$ cat src/rtl/csd_pkg.sv
package csd_pkg;

    localparam int WAIT_W  = 4;
    localparam int PSIZE_W = 2;

    typedef struct packed {
        logic              cpu_en;
        logic              auto_ack;
        logic [WAIT_W-1:0] wait_n;
        logic              burst;
        logic [PSIZE_W-1:0] psize;
    } bank_ctrl_t;

    localparam int CTRL_W = $bits(bank_ctrl_t);

    typedef enum logic [1:0] {
        KIND_BASE = 2'd0,
        KIND_MASK = 2'd1,
        KIND_CTRL = 2'd2,
        KIND_NONE = 2'd3
    } reg_kind_e;

    typedef enum logic [1:0] {
        ST_IDLE,
        ST_COUNT,
        ST_ACK,
        ST_EXTWAIT
    } xfer_state_e;

    localparam bank_ctrl_t BOOT_CTRL = '{
        cpu_en:   1'b0,
        auto_ack: 1'b1,
        wait_n:   '1,
        burst:    1'b0,
        psize:    '0
    };

endpackage

$ cat src/rtl/csd_regs.sv
module csd_regs
    import csd_pkg::*;
#(
    parameter int NBANK  = 8,
    parameter int REG_AW = 6,
    parameter int DATA_W = 32,
    parameter int CMP_W  = 16
) (
    input  logic                          clk,
    input  logic                          rst_n,
    input  logic                          we,
    input  logic [REG_AW-1:0]             addr,
    input  logic [DATA_W-1:0]             wdata,
    output logic [DATA_W-1:0]             rdata,
    output logic [NBANK-1:0][CMP_W-1:0]   base_o,
    output logic [NBANK-1:0][CMP_W-1:0]   mask_o,
    output logic [NBANK-1:0]              valid_o,
    output bank_ctrl_t [NBANK-1:0]        ctrl_o,
    output bank_ctrl_t                    dctrl_o,
    output logic                          glob_o
);

    localparam int IDX_W  = REG_AW - 2;
    localparam int BSEL_W = (NBANK > 1) ? $clog2(NBANK) : 1;
    localparam logic [IDX_W-1:0] DFLT_IDX = IDX_W'(NBANK);

    logic [IDX_W-1:0] idx;
    reg_kind_e        kind;
    logic             unused_bits;

    assign idx  = addr[REG_AW-1:2];
    assign kind = reg_kind_e'(addr[1:0]);
    assign unused_bits = ^wdata[DATA_W-CMP_W-1:CTRL_W];

    // per-bank storage
    for (genvar b = 0; b < NBANK; b++) begin : g_bank
        localparam logic [IDX_W-1:0] MY_IDX = IDX_W'(b);
        logic [CMP_W-1:0] base_q;
        logic [CMP_W-1:0] mask_q;
        logic             valid_q;
        bank_ctrl_t       ctrl_q;

        always_ff @(posedge clk or negedge rst_n) begin
            if (!rst_n) begin
                base_q  <= '0;
                mask_q  <= '0;
                valid_q <= (b == 0);
                ctrl_q  <= (b == 0) ? BOOT_CTRL : bank_ctrl_t'('0);
            end else if (we && idx == MY_IDX) begin
                unique case (kind)
                    KIND_BASE: base_q <= wdata[DATA_W-1 -: CMP_W];
                    KIND_MASK: begin
                        mask_q  <= wdata[DATA_W-1 -: CMP_W];
                        valid_q <= wdata[0];
                    end
                    KIND_CTRL: ctrl_q <= bank_ctrl_t'(wdata[CTRL_W-1:0]);
                    default:   ;
                endcase
            end
        end

        assign base_o[b]  = base_q;
        assign mask_o[b]  = mask_q;
        assign valid_o[b] = valid_q;
        assign ctrl_o[b]  = ctrl_q;
    end

    // default-region control and boot-global flag
    always_ff @(posedge clk or negedge rst_n) begin
        if (!rst_n) begin
            dctrl_o <= BOOT_CTRL;
            glob_o  <= 1'b1;
        end else if (we) begin
            if (idx == DFLT_IDX && kind == KIND_CTRL)
                dctrl_o <= bank_ctrl_t'(wdata[CTRL_W-1:0]);
            if (idx == '0 && kind == KIND_BASE)
                glob_o <= 1'b0;
        end
    end

    // read mux
    always_comb begin
        rdata = '0;
        if (idx < DFLT_IDX) begin
            unique case (kind)
                KIND_BASE: rdata[DATA_W-1 -: CMP_W] = base_o[idx[BSEL_W-1:0]];
                KIND_MASK: begin
                    rdata[DATA_W-1 -: CMP_W] = mask_o[idx[BSEL_W-1:0]];
                    rdata[0]                 = valid_o[idx[BSEL_W-1:0]];
                end
                KIND_CTRL: rdata[CTRL_W-1:0] = ctrl_o[idx[BSEL_W-1:0]];
                default:   ;
            endcase
        end else if (idx == DFLT_IDX && kind == KIND_CTRL) begin
            rdata[CTRL_W-1:0] = dctrl_o;
        end
    end

    AST_GLOBAL_CLEARS: assert property (@(posedge clk) disable iff (!rst_n)
        (we && idx == '0 && kind == KIND_BASE) |=> !glob_o);

endmodule

$ cat src/rtl/csd_match.sv
module csd_match
    import csd_pkg::*;
#(
    parameter int NBANK = 8,
    parameter int CMP_W = 16
) (
    input  logic [CMP_W-1:0]            addr_hi,
    input  logic                        cpu_space,
    input  logic [NBANK-1:0][CMP_W-1:0] base_i,
    input  logic [NBANK-1:0][CMP_W-1:0] mask_i,
    input  logic [NBANK-1:0]            valid_i,
    input  logic                        cpu1_en,
    input  logic                        glob_i,
    output logic [NBANK-1:0]            sel_o,
    output logic                        none_o
);

    logic [NBANK-1:0] raw;

    for (genvar b = 0; b < NBANK; b++) begin : g_cmp
        logic eq;
        assign eq = ((addr_hi ^ base_i[b]) & ~mask_i[b]) == '0;
        if (b == 0) begin : g_boot
            assign raw[b] = !cpu_space && (glob_i || (valid_i[b] && eq));
        end else if (b == 1) begin : g_cpu
            assign raw[b] = valid_i[b] && (cpu_space ? cpu1_en : eq);
        end else begin : g_plain
            assign raw[b] = valid_i[b] && !cpu_space && eq;
        end
    end

    // lowest-numbered hit wins
    assign sel_o  = raw & (~raw + 1'b1);
    assign none_o = (raw == '0);

endmodule

$ cat src/rtl/csd_xfer.sv
module csd_xfer
    import csd_pkg::*;
#(
    parameter int NBANK = 8
) (
    input  logic                   clk,
    input  logic                   rst_n,
    input  logic                   start,
    input  logic                   ext_ack,
    input  logic [NBANK-1:0]       sel_i,
    input  logic                   none_i,
    input  bank_ctrl_t [NBANK-1:0] ctrl_i,
    input  bank_ctrl_t             dctrl_i,
    output logic [NBANK-1:0]       cs_n,
    output logic [PSIZE_W-1:0]     port_size,
    output logic                   burst_en,
    output logic                   dflt_hit,
    output logic                   xfer_ack
);

    xfer_state_e       state, nxt;
    bank_ctrl_t        pick, cur_ctrl;
    logic [NBANK-1:0]  cur_sel;
    logic              cur_dflt;
    logic [WAIT_W-1:0] cnt;
    logic              active;
    logic              unused_bits;

    assign unused_bits = cur_ctrl.cpu_en;

    // attributes of the bank about to be selected
    always_comb begin
        pick = '0;
        for (int b = 0; b < NBANK; b++)
            if (sel_i[b]) pick = bank_ctrl_t'(pick | ctrl_i[b]);
        if (none_i) pick = dctrl_i;
    end

    // next state
    always_comb begin
        nxt = state;
        unique case (state)
            ST_IDLE: if (start) begin
                if (!pick.auto_ack)        nxt = ST_EXTWAIT;
                else if (pick.wait_n == '0) nxt = ST_ACK;
                else                        nxt = ST_COUNT;
            end
            ST_COUNT:   if (cnt == '0) nxt = ST_ACK;
            ST_ACK:     nxt = ST_IDLE;
            ST_EXTWAIT: if (ext_ack) nxt = ST_IDLE;
            default:    nxt = ST_IDLE;
        endcase
    end

    // state register and transfer latches
    always_ff @(posedge clk or negedge rst_n) begin
        if (!rst_n) begin
            state    <= ST_IDLE;
            cnt      <= '0;
            cur_sel  <= '0;
            cur_ctrl <= '0;
            cur_dflt <= 1'b0;
        end else begin
            state <= nxt;
            if (state == ST_IDLE && start) begin
                cur_sel  <= sel_i;
                cur_ctrl <= pick;
                cur_dflt <= none_i;
                cnt      <= pick.wait_n - 1'b1;
            end else if (state == ST_COUNT) begin
                cnt <= cnt - 1'b1;
            end
        end
    end

    // outputs
    always_comb begin
        active    = (state != ST_IDLE);
        cs_n      = active ? ~cur_sel : '1;
        port_size = active ? cur_ctrl.psize : '0;
        burst_en  = active && cur_ctrl.burst;
        dflt_hit  = active && cur_dflt;
        xfer_ack  = (state == ST_ACK);
    end

    AST_ONE_SELECT: assert property (@(posedge clk) disable iff (!rst_n)
        $onehot0(~cs_n));
    AST_DFLT_NO_SELECT: assert property (@(posedge clk) disable iff (!rst_n)
        dflt_hit |-> (&cs_n));
    AST_ACK_PULSE: assert property (@(posedge clk) disable iff (!rst_n)
        xfer_ack |=> !xfer_ack);
    AST_COUNT_BOUND: assert property (@(posedge clk) disable iff (!rst_n)
        (state == ST_COUNT) |-> (cnt < cur_ctrl.wait_n));
    AST_MANUAL_ONLY: assert property (@(posedge clk) disable iff (!rst_n)
        (state == ST_EXTWAIT) |-> !cur_ctrl.auto_ack);
    AST_SELECT_HELD: assert property (@(posedge clk) disable iff (!rst_n)
        (state == ST_COUNT || (state == ST_EXTWAIT && !ext_ack)) |=> $stable(cs_n));

endmodule

$ cat src/rtl/chip_select_decoder.sv
module chip_select_decoder
    import csd_pkg::*;
#(
    parameter int NBANK  = 8,
    parameter int REG_AW = 6,
    parameter int DATA_W = 32,
    parameter int ADDR_W = 32,
    parameter int CMP_W  = 16
) (
    input  logic               clk,
    input  logic               rst_n,
    input  logic               reg_we,
    input  logic [REG_AW-1:0]  reg_addr,
    input  logic [DATA_W-1:0]  reg_wdata,
    output logic [DATA_W-1:0]  reg_rdata,
    input  logic               xfer_start,
    input  logic [ADDR_W-1:0]  xfer_addr,
    input  logic               xfer_cpu_space,
    input  logic               ext_ack,
    output logic [NBANK-1:0]   cs_n,
    output logic [PSIZE_W-1:0] port_size,
    output logic               burst_en,
    output logic               dflt_hit,
    output logic               xfer_ack
);

    logic [NBANK-1:0][CMP_W-1:0] base_w, mask_w;
    logic [NBANK-1:0]            valid_w, sel_w;
    bank_ctrl_t [NBANK-1:0]      ctrl_w;
    bank_ctrl_t                  dctrl_w;
    logic                        glob_w, none_w;
    logic                        unused_bits;

    assign unused_bits = ^xfer_addr[ADDR_W-CMP_W-1:0];

    csd_regs #(
        .NBANK(NBANK), .REG_AW(REG_AW), .DATA_W(DATA_W), .CMP_W(CMP_W)
    ) u_regs (
        .clk(clk), .rst_n(rst_n), .we(reg_we), .addr(reg_addr),
        .wdata(reg_wdata), .rdata(reg_rdata),
        .base_o(base_w), .mask_o(mask_w), .valid_o(valid_w),
        .ctrl_o(ctrl_w), .dctrl_o(dctrl_w), .glob_o(glob_w)
    );

    csd_match #(.NBANK(NBANK), .CMP_W(CMP_W)) u_match (
        .addr_hi(xfer_addr[ADDR_W-1 -: CMP_W]), .cpu_space(xfer_cpu_space),
        .base_i(base_w), .mask_i(mask_w), .valid_i(valid_w),
        .cpu1_en(ctrl_w[1].cpu_en), .glob_i(glob_w),
        .sel_o(sel_w), .none_o(none_w)
    );

    csd_xfer #(.NBANK(NBANK)) u_xfer (
        .clk(clk), .rst_n(rst_n), .start(xfer_start), .ext_ack(ext_ack),
        .sel_i(sel_w), .none_i(none_w), .ctrl_i(ctrl_w), .dctrl_i(dctrl_w),
        .cs_n(cs_n), .port_size(port_size), .burst_en(burst_en),
        .dflt_hit(dflt_hit), .xfer_ack(xfer_ack)
    );

endmodule

$ cat config.mk
export PLATFORM = sky130hd
export DESIGN_NAME = chip_select_decoder
export DESIGN_NICKNAME = d
export VERILOG_FILES = /design/src/rtl/csd_pkg.sv /design/src/rtl/csd_regs.sv /design/src/rtl/csd_match.sv /design/src/rtl/csd_xfer.sv /design/src/rtl/chip_select_decoder.sv
export SDC_FILE = /design/constraint.sdc
export NUM_CORES = 1
export LEC_CHECK = 0
export CORE_AREA = 2 2 257 132
export CTS_CLUSTER_SIZE = 40
export DETAILED_ROUTE_END_ITERATION = 8
export DIE_AREA = 0 0 259 134
export DONT_BUFFER_PORTS = 1
export PLACE_DENSITY = 0.8
export SLEW_MARGIN = 20
export SYNTH_ARGS = -nofsm -noshare
export SYNTH_HDL_FRONTEND = slang
export SYNTH_HIERARCHICAL = 1
export SYNTH_SLANG_ARGS = --single-unit
$ cat constraint.sdc
create_clock -name clk -period 4 [get_ports clk]
set_input_delay 0.8 -clock clk [delete_from_list [all_inputs] [get_ports clk]]
set_output_delay 0.8 -clock clk [all_outputs]
set_load 0.05 [all_outputs]
==> metrics.cfg, run 1 <==
[outcome]
status = finished, final reports clean

[placed_design]
port-buffer-count = 0
dpl_worst_slack_ps = -55.8
post_dp_cell_area_mm2 = 0.0197
dp_hpwl_um = 38800
place.gp.congestion = 0.931

[worst_setup_path]
cp.required_ps = 4380
rr_worst_depth = 13
r2r-start = u_regs/g_bank[5].base_q[11]
cp-start-kind = flip-flop
path_cells = xnor2_1, o22ai_1, nor4_1, o2111ai_2, nor3_1, a22oi_1, nand4_1, mux2_2, mux2i_1, ha_1, mux2_2, nand2_1, o211ai_1
worstPathMaxFanout = 4
crit_path_end_kind = flip-flop
critical-path-max-stage-delay_ps = 680
r2r_slack_ps = 210
reg2reg_to = u_xfer/cnt[2]
worst_path_max_delay_cell = nor3_1
cp.arrival_ps = 4170
crit_top_cell = mux2_2
critPathKind = flip-flop to flip-flop

[floorplanning]
coreArea_mm2 = 0.0325
placementRows = 47
die_x_um = 259
die_h_um = 134
initial_core_util_pct = 59.4
ios = 121
die_area_mm2 = 0.0347

[sta]
finalHoldViolCount = 0
worst_pin_slew_ps = 1080
max_slew_margin_pct = 27.8
rsz0062_at_grt = no
post-route-period-util_pct = 94.8
skew_ps = 23.9
tns_ps = 0
setup_viol = 0
maxSlewViolCount = 0
fin_crit_ps = 3790
max_freq_mhz = 264
worst_slack_ps = 209

[drt]
wire_per_inst_um = 31.1
routed_wl_um = 58200
routed_via_density = 7.02
drc = 0
antenna_left = 0
vias = 13100
drt_iter0_drc = 1734
dr.pass1.iters = 7

[yosys]
syn_avg_cell_area_um2 = 13.7
synth_top_flop_cell = dfrtp_1
postSynthCellCount = 1405
ys_ff_latch = 364
synth_edf_count = 0
yosysSeqAreaShare_pct = 47.2
synth-async-reset-ratio_pct = 100
yosysUniqueCellTypes = 69
synth_area_mm2 = 0.0193
ys_warn_count = 6

[clock_network]
htreeDepth = 2
cts-resized-gates = 0
clk_latency_ps = 550
post_cts_buffers = 0
cts.sinks = 364
clk_transition_reported_paths_ps = 70
ctsRootBufferMaster = clkbuf_16
cts_tree = done
cts_max_path_buffers = 3
numCtsBuffers = 35

[layout]
n_fill_cell = 2358
mostFrequentLayoutCells = dfrtp_1 (352), mux2_2 (321), xnor2_1 (129)
final_area_mm2 = 0.0209
final_common_cell = dfrtp_1
final_util_pct = 64.4
nets = 1482
syn_to_final_growth_pct = 8.40
drive_gt1_share_pct = 40.8

[power]
clkPwrFrac_pct = 35.1
comb_power_share_pct = 18.3
power_density_mw_per_mm2 = 485
p_leak_nw = 9.15
ir_drop_mv = 0.271
p_sw_mw = 2.88
intPower_mw = 7.27
finalPower_mw = 10.1
swShare_pct = 28.3
p_seq_share_pct = 46.6

[grt]
gr-total-overflow = 0
gr-usage-all-layers_pct = 34.0
grt_pass1_vias = 13200
antenna_found_initial = 2
grt_max_degree = 365
grt_pass1_wl_um = 86400

[job]
maxCapViolCount = 0

[hold_path]
min_path_type = input pin to async pin

==> routing by layer <==
layer | GRT usage, % | up-vias | part of all wire, %
li1 | - | 5261 | -
met1 | 49.5 | 6868 | 41
met5 | 0 | - | 0
met3 | 17.1 | 150 | 16
met4 | 10.6 | 0 | 3.1
met2 | 44.0 | 857 | 40
==> flip-flops by register name, summed over array words and instances, names as in the netlist, 2 cells and up <==
register,flops
u_regs/ctrl_o,72
u_regs/g_bank.valid_q,8
u_xfer/cur_sel,8
u_regs/g_bank.base_q,128
u_regs/g_bank.mask_q,128
u_xfer/cur_ctrl,3
u_xfer/cnt,4
u_xfer/state,2
u_regs/dctrl_o,9
==> critical path, delay by kind of cell (launching register included) <==
family / cells / cell delay (ps)
adders and majority gates: 1 / 200
xor gates and xnor gates: 1 / 160
and+or+nand+nor: 4 / 1500
muxes: 3 / 520
AOI/OAI and AO/OA: 4 / 830
DFF: 1 / 420
==> final cells by class <==
type	instances	area (um2)	area share, %
Timing Repair Buffer	69	541	2.58
Clock inverter	11	174	0.830
Antenna cell	2	5.00	0.0239
Multi-Input combinational cell	927	9490	45.3
Clock buffer	52	1040	4.97
Sequential cell	364	9120	43.6
Tap cell	441	552	2.63
Inverter	5	18.8	0.0896
==> through the flow <==
| step | hold WS (ps) | cells |
|---|---|---|
| after global routing | -3.50 | 1869 |
| after floorplan | 442 | 1411 |
| after detailed placement | 465 | 1804 |
| after CTS | -25.6 | 1867 |
| after global placement | 460 | 1804 |
| final | 25.7 | 1871 |
==> cell usage after synthesis (4+ instances only) <==
| master | count | area share, % |
|---|---|---|
| buf_4 | 31 | 1.2 |
| mux2i_1 | 12 | 0.62 |
| a22oi_2 | 4 | 0.26 |
| dfstp_2 | 12 | 1.6 |
| a22oi_1 | 58 | 2.3 |
| a21oi_1 | 6 | 0.16 |
| nor2b_1 | 11 | 0.36 |
| xnor2_1 | 129 | 5.8 |
| nand2_1 | 46 | 0.89 |
| nor2_1 | 13 | 0.25 |
| nand4_1 | 5 | 0.16 |
| and2_1 | 6 | 0.19 |
| dfrtp_1 | 352 | 46 |
| nand2_2 | 10 | 0.32 |
| nor3_1 | 9 | 0.23 |
| buf_6 | 20 | 1.2 |
| o21ai_1 | 4 | 0.10 |
| o22ai_1 | 67 | 2.2 |
| mux4_2 | 81 | 9.4 |
| o2111ai_2 | 4 | 0.31 |
| o21ai_0 | 17 | 0.44 |
| nand2b_1 | 7 | 0.23 |
| nor4_1 | 12 | 0.39 |
| inv_1 | 5 | 0.097 |
| clkbuf_1 | 33 | 0.64 |
| buf_2 | 29 | 0.75 |
| mux2_1 | 40 | 2.3 |
| o22a_1 | 5 | 0.23 |
| mux2_2 | 321 | 19 |
| ha_1 | 4 | 0.26 |
==> logic make-up after synthesis <==
group	synth area share, %
AOI/OAI and AO/OA	6.91
buffers and inverters	3.90
and+or+nand+nor	4.65
other	0.0194
DFF	47.2
muxes	31.2
xor gates and xnor gates	5.85
adders and majority gates	0.259
==> how the worst max path moves through the flow <==
stage	cells after the start	endpoint	startpoint	slack, ps
2_1_floorplan	6	reg_rdata[31]	reg_addr[0]	190
3_3_place_gp	14	u_xfer/cnt[2]	xfer_addr[27]	130
3_5_place_dp	13	u_xfer/cnt[2]	xfer_addr[27]	-60
4_1_cts	13	u_xfer/cnt[2]	u_regs/g_bank[5].base_q[11]	300
5_1_grt	13	u_xfer/cnt[2]	u_regs/g_bank[5].base_q[11]	20
6_report	13	u_xfer/cnt[2]	u_regs/g_bank[5].base_q[11]	210
==> power by group through the flow <==
| stage | Clock [mW] | Sequential (mW) | Combinational [mW] |
|---|---|---|---|
| after global placement | 0 | 4.72 | 1.71 |
| after floorplan | 0 | 4.55 | 1.53 |
| after detailed placement | 0 | 4.75 | 1.78 |
| after global routing | 3.75 | 4.78 | 1.95 |
| final | 3.56 | 4.73 | 1.86 |
| after CTS | 3.59 | 4.70 | 1.80 |
Note: power is estimated with default switching activity, not from simulation.
==> run 2, diff against run 1 <==
CORE_AREA = 2 2 130 259   (was 2 2 257 132)
DIE_AREA = 0 0 132 261   (was 0 0 259 134)
PLACE_DENSITY = default   (was 0.8)
PLACE_DENSITY_LB_ADDON = 0.2   (was default)
==> run 2 against run 1 <==
  * The run now ends with hold timing, slew limit left
  * Utilization increased by 0.26 points
  * Combinational power decreased by 5%
  * Clock power about the same
  * Via count decreased by 3.8%
  * Largest power group unchanged
  * Sequential power decreased by 1%
  * Sequential share of layout area decreased by 0.25 points
  * Highest routed layer is now met5
  * Power decreased by 1.7%
  * Clock-buffer cell count unchanged
  * Worst hold slack got worse by 50 ps
  * Flip-flop and latch count unchanged
  * Setup slack improved by 46 ps
  * Fmax increased by 1.2%
==> metrics.cfg, run 2 (synthesis results as in run 1) <==
[clock_network]
cts_max_path_buffers = 3  ; unchanged
htreeDepth = 2  ; unchanged
cts_tree = done  ; unchanged
cts-resized-gates = 0  ; unchanged
clk_latency_ps = 530  ; was 550 ps
ctsRootBufferMaster = clkbuf_16  ; unchanged
clk_transition_reported_paths_ps = 70  ; about the same
numCtsBuffers = 34  ; was 35
cts.sinks = 364  ; unchanged
post_cts_buffers = 0  ; unchanged

[sta]
max_slew_margin_pct = -15.1  ; was 27.8%
skew_ps = 22.6  ; was 23.9 ps
finalHoldViolCount = 7  ; was 0
holdWs_ps = -24.5  ; was 25.7 ps
worst_pin_slew_ps = 1730  ; was 1080 ps
post-route-period-util_pct = 93.6  ; was 94.8%
maxSlewViolCount = 142  ; was 0
setup_viol = 0  ; unchanged
max_freq_mhz = 267  ; was 264 MHz
tns_ps = 0  ; unchanged
rsz0062_at_grt = no  ; unchanged
fin_crit_ps = 3740  ; was 3790 ps

[grt]
gr-total-overflow = 0  ; unchanged
gr-usage-all-layers_pct = 32.0  ; was 34.0%
grt_max_degree = 365  ; unchanged
grt_pass1_vias = 13200  ; about the same
grt_pass1_wl_um = 82400  ; was 86400 um
antenna_found_initial = 1  ; was 2

[layout]
diodes = 0  ; was 2
final_common_cell = dfrtp_1  ; unchanged
drive_gt1_share_pct = 41.5  ; was 40.8%
final_util_pct = 64.7  ; was 64.4%
syn_to_final_growth_pct = 9.04  ; was 8.40%
finalNonFillerCells = 1877  ; was 1871
nets = 1499  ; was 1482
mostFrequentLayoutCells = dfrtp_1 (352), mux2_2 (321), xnor2_1 (129)  ; unchanged
final_area_mm2 = 0.0211  ; was 0.0209 mm2

[worst_setup_path]
path_cells = xnor2_1, o22ai_1, nor4_1, buf_4, a31o_4, nand3b_4, nor3_1, buf_4, buf_4, a22oi_2, nand4_1, mux2_4, a21oi_1, ha_1, mux2_2, nand2_1, o211ai_1  ; was xnor2_1, o22ai_1, nor4_1, o2111ai_2, nor3_1, a22oi_1, nand4_1, mux2_2, mux2i_1, ha_1, mux2_2, nand2_1, o211ai_1
r2r_slack_ps = 260  ; was 210 ps
cp.arrival_ps = 4140  ; was 4170 ps
cp.required_ps = 4390  ; was 4380 ps
critPathKind = flip-flop to flip-flop  ; unchanged
rr_worst_depth = 17  ; was 13
cp-start-kind = flip-flop  ; unchanged
crit_top_cell = buf_4  ; was mux2_2
crit_path_end_kind = flip-flop  ; unchanged
worstPathMaxFanout = 4  ; unchanged
r2r-start = u_regs/g_bank[0].base_q[2]  ; was u_regs/g_bank[5].base_q[11]
critical-path-max-stage-delay_ps = 540  ; was 680 ps
worst_path_max_delay_cell = nor4_1  ; was nor3_1
reg2reg_to = u_xfer/cnt[2]  ; unchanged

[placed_design]
numPlacedInstances = 1815  ; was 1804
port-buffer-count = 0  ; unchanged
dp_hpwl_um = 36400  ; was 38800 um
post_dp_cell_area_mm2 = 0.0198  ; was 0.0197 mm2
place.gp.congestion = 0.923  ; was 0.931

[drt]
antenna_left = 0  ; unchanged
dr.pass1.iters = 6  ; was 7
drt_iter0_drc = 1273  ; was 1734
routed_wl_um = 54800  ; was 58200 um
vias = 12600  ; was 13.1k
wire_per_inst_um = 29.2  ; was 31.1 um
drc = 0  ; unchanged
routed_via_density = 6.73  ; was 7.02

[floorplanning]
initial_core_util_pct = 59.3  ; was 59.4%
ios = 121  ; unchanged
placementRows = 94  ; was 47
die_h_um = 261  ; was 134 um
die_x_um = 132  ; was 259 um
coreArea_mm2 = 0.0326  ; was 0.0325 mm2
die_area_mm2 = 0.0345  ; was 0.0347 mm2

[power]
p_seq_share_pct = 46.9  ; was 46.6%
p_sw_mw = 2.68  ; was 2.88 mW
comb_power_share_pct = 17.6  ; was 18.3%
swShare_pct = 26.9  ; was 28.3%
intPower_mw = 7.30  ; was 7.27 mW
power_density_mw_per_mm2 = 474  ; was 485 mW/mm2
finalPower_mw = 9.98  ; was 10.1 mW
ir_drop_mv = 0.400  ; was 0.271 mV
clkPwrFrac_pct = 35.5  ; was 35.1%
p_leak_nw = 9.23  ; was 9.15 nW

[outcome]
failed_checks = hold timing, slew limit
status = complete, but fails checks  ; was finished, final reports clean

[hold_path]
min_path_type = input pin to async pin  ; unchanged

[job]
maxCapViolCount = 0  ; unchanged

[run 2: cell types whose count changed in the layout (fill, tap and decap cells not counted), sizes merged]
cell / delta
diode: -2
dlygate4sd3: -1
inv: -2
buf: +19
clkinv: -2
clkinvlp: +3
[run 2: stage by stage]
| stage | hold WS, ps | setup WS (ps) |
|---|---|---|
| 6_report | -24.5 | 256 |
| 5_1_grt | -39.3 | 95.1 |
| 4_1_cts | -37.7 | 254 |
| 3_5_place_dp | 464 | -93.6 |
| 3_3_place_gp | 461 | -59.0 |
| 2_1_floorplan | 442 | 195 |
[run 2: final cells by class]
class                           count  area (um2)
Inverter                            5        18.8
Clock inverter                     10         161
Sequential cell                   364        9120
Tap cell                          432         541
Timing Repair Buffer               87         666
Multi-Input combinational cell    927        9480
Fill cell                        2455       11500
Clock buffer                       52        1070
[run 2: power groups by stage]
stage	Sequential, mW	Clock [mW]	Combinational [mW]
CTS	4.67	3.60	1.74
global placement	4.69	0	1.69
finish	4.68	3.55	1.76
floorplan	4.55	0	1.53
global route	4.74	3.74	1.86
detailed placement	4.73	0	1.74
[run 2: metal layers]
layer  global-route usage (%)  wire (um)
met4                     17.7       3230
met1                     39.4      20000
met3                     8.05       4610
met2                     52.1      26900
met5                        0         14
[run 2: worst max-delay path: cells and delay by family, from the launching register on]
family | cells | cell delay, ps
compound gates | 5 | 680
xor+xnor | 1 | 250
fa+ha+maj | 1 | 220
buf+inv | 3 | 490
flops | 1 | 410
mux | 2 | 640
simple gates | 5 | 920
[run 2: worst max path at each step]
stage | slack (ps) | cells after the start | endpoint | from
6_report | 260 | 17 | u_xfer/cnt[2] | u_regs/g_bank[0].base_q[2]
5_1_grt | 100 | 16 | u_xfer/cnt[2] | u_regs/g_bank[0].base_q[2]
4_1_cts | 250 | 17 | u_xfer/cnt[2] | u_regs/g_bank[0].base_q[2]
3_5_place_dp | -90 | 17 | u_xfer/cnt[2] | xfer_addr[18]
3_3_place_gp | -60 | 17 | u_xfer/cnt[2] | xfer_addr[18]
2_1_floorplan | 190 | 6 | reg_rdata[31] | reg_addr[0]
